--- config.mk ---
export PLATFORM = sky130hd
export DESIGN_NAME = addsub_ripple
export DESIGN_NICKNAME = d
export VERILOG_FILES = /design/src/rtl/addsub_pkg.sv /design/src/rtl/addsub_fa.sv /design/src/rtl/addsub_operand.sv /design/src/rtl/addsub_ovf.sv /design/src/rtl/addsub_ripple.sv
export SDC_FILE = /design/constraint.sdc
export NUM_CORES = 1
export LEC_CHECK = 0
export BUFFER_PORTS_ARGS = -buffer_cell sky130_fd_sc_hd__clkbuf_2
export CAP_MARGIN = 20
export CORE_AREA = 2 2 39 41
export DETAILED_ROUTE_END_ITERATION = 10
export DIE_AREA = 0 0 41 43
export GPL_ROUTABILITY_DRIVEN = 0
export PLACE_DENSITY = 0.41
export SLEW_MARGIN = 5
export SYNTH_ARGS = -nofsm -noshare
export SYNTH_HDL_FRONTEND = slang
export SYNTH_SLANG_ARGS = --single-unit
--- constraint.sdc ---
create_clock -name vclk -period 2.1
set_input_delay 0.42 -clock vclk [all_inputs]
set_output_delay 0.42 -clock vclk [all_outputs]
set_load 0.1 [all_outputs]
--- src/rtl/addsub_pkg.sv ---
package addsub_pkg;

    typedef enum logic {
        OP_ADD = 1'b0,
        OP_SUB = 1'b1
    } op_e;

    typedef struct packed {
        logic sum;
        logic carry;
    } cell_out_t;

endpackage

--- src/rtl/addsub_fa.sv ---
module addsub_fa
    import addsub_pkg::*;
(
    input  logic      x_i,
    input  logic      y_i,
    input  logic      cin_i,
    output cell_out_t out_o
);

    logic gen_d;
    logic prop_d;
    cell_out_t res_d;

    always_comb begin
        gen_d     = x_i & y_i;
        prop_d    = x_i ^ y_i;
        res_d.sum   = prop_d ^ cin_i;
        res_d.carry = gen_d | (prop_d & cin_i);
    end

    assign out_o = res_d;

endmodule

--- src/rtl/addsub_operand.sv ---
module addsub_operand
    import addsub_pkg::*;
#(
    parameter int WIDTH = 4
) (
    input  logic [WIDTH-1:0] b_i,
    input  op_e              mode_i,
    output logic [WIDTH-1:0] b_eff_o
);

    for (genvar k = 0; k < WIDTH; k++) begin : g_inv
        assign b_eff_o[k] = b_i[k] ^ (mode_i == OP_SUB);
    end

endmodule

--- src/rtl/addsub_ovf.sv ---
module addsub_ovf (
    input  logic c_into_sign_i,
    input  logic c_out_sign_i,
    output logic ovf_o
);

    logic ovf_d;

    always_comb begin
        ovf_d = c_into_sign_i ^ c_out_sign_i;
    end

    assign ovf_o = ovf_d;

endmodule

--- src/rtl/addsub_ripple.sv ---
module addsub_ripple
    import addsub_pkg::*;
#(
    parameter int WIDTH = 4
) (
    input  logic [WIDTH-1:0] a_i,
    input  logic [WIDTH-1:0] b_i,
    input  logic             sub_i,
    output logic [WIDTH-1:0] sum_o,
    output logic             cout_o,
    output logic             ovf_o
);

    localparam int MSB = WIDTH - 1;

    typedef struct packed {
        logic [WIDTH-1:0] sum;
        logic             cout;
        logic             ovf;
    } result_t;

    op_e              mode_d;
    logic [WIDTH-1:0] b_eff_d;
    logic [WIDTH:0]   carry_d;
    logic [WIDTH-1:0] cell_sum_d;
    logic             ovf_raw_d;
    result_t          res_d;

    assign mode_d     = op_e'(sub_i);
    assign carry_d[0] = sub_i;

    addsub_operand #(.WIDTH(WIDTH)) operand_i (
        .b_i     (b_i),
        .mode_i  (mode_d),
        .b_eff_o (b_eff_d)
    );

    for (genvar k = 0; k < WIDTH; k++) begin : g_cell
        cell_out_t cell_q;
        addsub_fa fa_i (
            .x_i   (a_i[k]),
            .y_i   (b_eff_d[k]),
            .cin_i (carry_d[k]),
            .out_o (cell_q)
        );
        assign cell_sum_d[k]  = cell_q.sum;
        assign carry_d[k+1]   = cell_q.carry;
    end

    addsub_ovf ovf_i (
        .c_into_sign_i (carry_d[MSB]),
        .c_out_sign_i  (carry_d[WIDTH]),
        .ovf_o         (ovf_raw_d)
    );

    always_comb begin
        res_d.sum  = cell_sum_d;
        res_d.cout = carry_d[WIDTH];
        res_d.ovf  = ovf_raw_d;
    end

    assign sum_o  = res_d.sum;
    assign cout_o = res_d.cout;
    assign ovf_o  = res_d.ovf;

endmodule

==> flow_summary_export.csv <==
group,metric,value,unit
run_status,status,"finished with violations",
run_status,violations,"setup timing",
sta,rsz0062_at_grt,"true",
worst_hold_path,min_from,"a_i[3]",
route,routed_wirelength,497,um
critical_path,end_kind,"primary output",
layout,seq_area,0,um2
sta,setup_tns,-1.39,ns
pwr,vdd_drop_max,0.390,mV
layout,drive_gt1_frac,0.829,
worst_hold_path,hold_path.class,"in -> out",
pwr,pwr-share-clk,0,
layout,num_antenna_cells,0,
logic_synthesis,postSynthCellCount,14,
route,via_count,177,
critical_path,cpMostUsedCell,"fa_2",
layout,nNetsFinal,49,
layout,clockBufferCount,0,
critical_path,crit_fanout,3,
global_routing,antenna_found_initial,0,
floorplanning,core_area,0.00138,mm2
logic_synthesis,ys_types,5,
global_routing,grt_overflow,0,
global_routing,grt_start_max_net_pins,4,
sta,finalHoldViolations,0,
global_routing,grt_pass1_wl,917,um
layout,nFillCells,144,
sta,setup_viol,4,
global_routing,gr-max-usage-layer,"met2",
critical_path,worstSetupPathType,"in -> out",
global_routing,grtUsageMet3,0.0105,
sta,final.period_utilization,1.21,
logic_synthesis,yosys.area.top_type,"fa_1",
pwr,pwr-share-seq,0,
pwr,power_density,966,mW/mm2
global_routing,grt_pass1_vias,222,
floorplanning,die_area,0.00176,mm2
floorplanning,ios,15,
sta,fin_ws,-0.432,ns
logic_synthesis,ys_seq_area_frac,0,
flow_run,cap_viol_max_count,0,
logic_synthesis,syn-cell-area,133,um2
logic_synthesis,yosys_warnings,0,
pwr,leakagePower,0.203,nW
critical_path,worstPathRequired,1.68,ns
layout,area_delta_synth_final,223,%
layout,stdcell_count,51,
floorplanning,rows,14,
route,drt_iter0_markers,0,
floorplanning,dieHeight,43,um
place,pre_cts_slack,-0.502,ns
route,ant_nets,0,
floorplanning,initial_utilization,0.0958,
critical_path,slowest_stage,"fa_2",
pwr,internal_power,0.157,mW
logic_synthesis,synth_top_area_frac,0.453,
global_routing,grt_usage,0.0744,
place,place_inst,50,
sta,slew_headroom,0.643,
pwr,p_sw_frac,0.620,
pwr,comb_power_share,1.000,
sta,drv_slew,0,
worst_hold_path,holdPathEnd,"sum_o[3]",
global_routing,grt_use_met2,0.150,
sta,tightest_slew,0.538,ns
floorplanning,die_x,41,um
logic_synthesis,syn_area_per_cell,9.47,um2
route,remaining_drc_errors,0,
place,port_buffers,15,
route,wire_per_inst,9.75,um
sta,max_freq,0.395,GHz
sta,fin_crit,2.53,ns
layout,multi_input_area,166,um2
critical_path,start_kind,"input port",
critical_path,arrival,2.11,ns
layout,n_sequential_cell,0,
logic_synthesis,ys_top_cells_by_area,"fa_1, xnor2_1, inv_1",
global_routing,use_met1,0.0774,
logic_synthesis,synthesis.nets,26,
route,dr.pass1.iters,1,
critical_path,max_stage_delay,0.44,ns
worst_hold_path,holdPathStages,3,
pwr,switching_power,0.256,mW
critical_path,cp_cell_sequence,"clkbuf_16, xnor2_4, fa_2, fa_2, inv_2, fa_2, buf_12",
route,via_per_inst,3.47,
## how the worst max path moves through the flow
| stage | from | end | slack [ns] | cells past startpoint |
|---|---|---|---|---|
| 6_report | sub_i | sum_o[3] | -0.43 | 7 |
| 3_5_place_dp | sub_i | sum_o[3] | -0.50 | 7 |
| 3_3_place_gp | sub_i | sum_o[3] | -0.45 | 7 |
| 2_1_floorplan | b_i[0] | ovf_o | -0.74 | 6 |
| 5_1_grt | sub_i | sum_o[3] | -0.49 | 7 |
| 4_1_cts | sub_i | sum_o[3] | -0.44 | 7 |
## cell type report
class / count / share of cell area
Tap cell: 16 / 0.0468
Inverter: 5 / 0.0526
Multi-Input combinational cell: 9 / 0.389
Timing Repair Buffer: 21 / 0.512
## synth_stat cells
cell type and number:
inv_1 5, fa_1 3, xnor2_1 3, xor2_1 2, mux2i_1 1
## per-layer routing
metal,share of wire,vias up
met5,0,-
met2,0.56,15
met3,0.16,0
met4,0,0
met1,0.28,82
li1,-,80
## critical path: cells and delay by family
| kind | cells | cell delay, ns |
|---|---|---|
| adders and majority gates | 3 | 1.17 |
| buffers and inverters | 3 | 0.37 |
| xor gates and xnor gates | 1 | 0.14 |
## power groups by stage
stage / Combinational [mW] / Clock, mW / Sequential (mW)
finish: 0.413 / 0 / 0
global route: 0.430 / 0 / 0
CTS: 0.417 / 0 / 0
detailed placement: 0.407 / 0 / 0
global placement: 0.399 / 0 / 0
floorplan: 0.266 / 0 / 0
## repair_timing
item,CTS,global route
hold buffers,0,0
endpoints found under the setup margin,4,4
resized for setup,4,0
pin swaps,1,0
setup buffers,1,0
## logic make-up after synthesis
logic type,Yosys count,share of synthesized area
buffers and inverters,5,0.142
muxes,1,0.0755
adders and majority gates,3,0.453
xor gates and xnor gates,5,0.330
## placed cells by master, fill, tap and decap left out, drive strengths merged
cell / n
xnor2: 3
fa: 3
mux2i: 1
inv: 4
clkinvlp: 1
buf: 11
clkbuf: 10
xor2: 2
## per-stage QoR
step                      instance area, um2  utilization  hold slack [ns]  power [mW]
final                                    428        0.309             1.35       0.413
after global routing                     428        0.309             1.37       0.430
after CTS                                428        0.309             1.36       0.417
after detailed placement                 397        0.287             1.36       0.407
after global placement                   397        0.287             1.34       0.399
after floorplan                          189            -             1.15       0.266
Power figures use the tool's default switching activity.
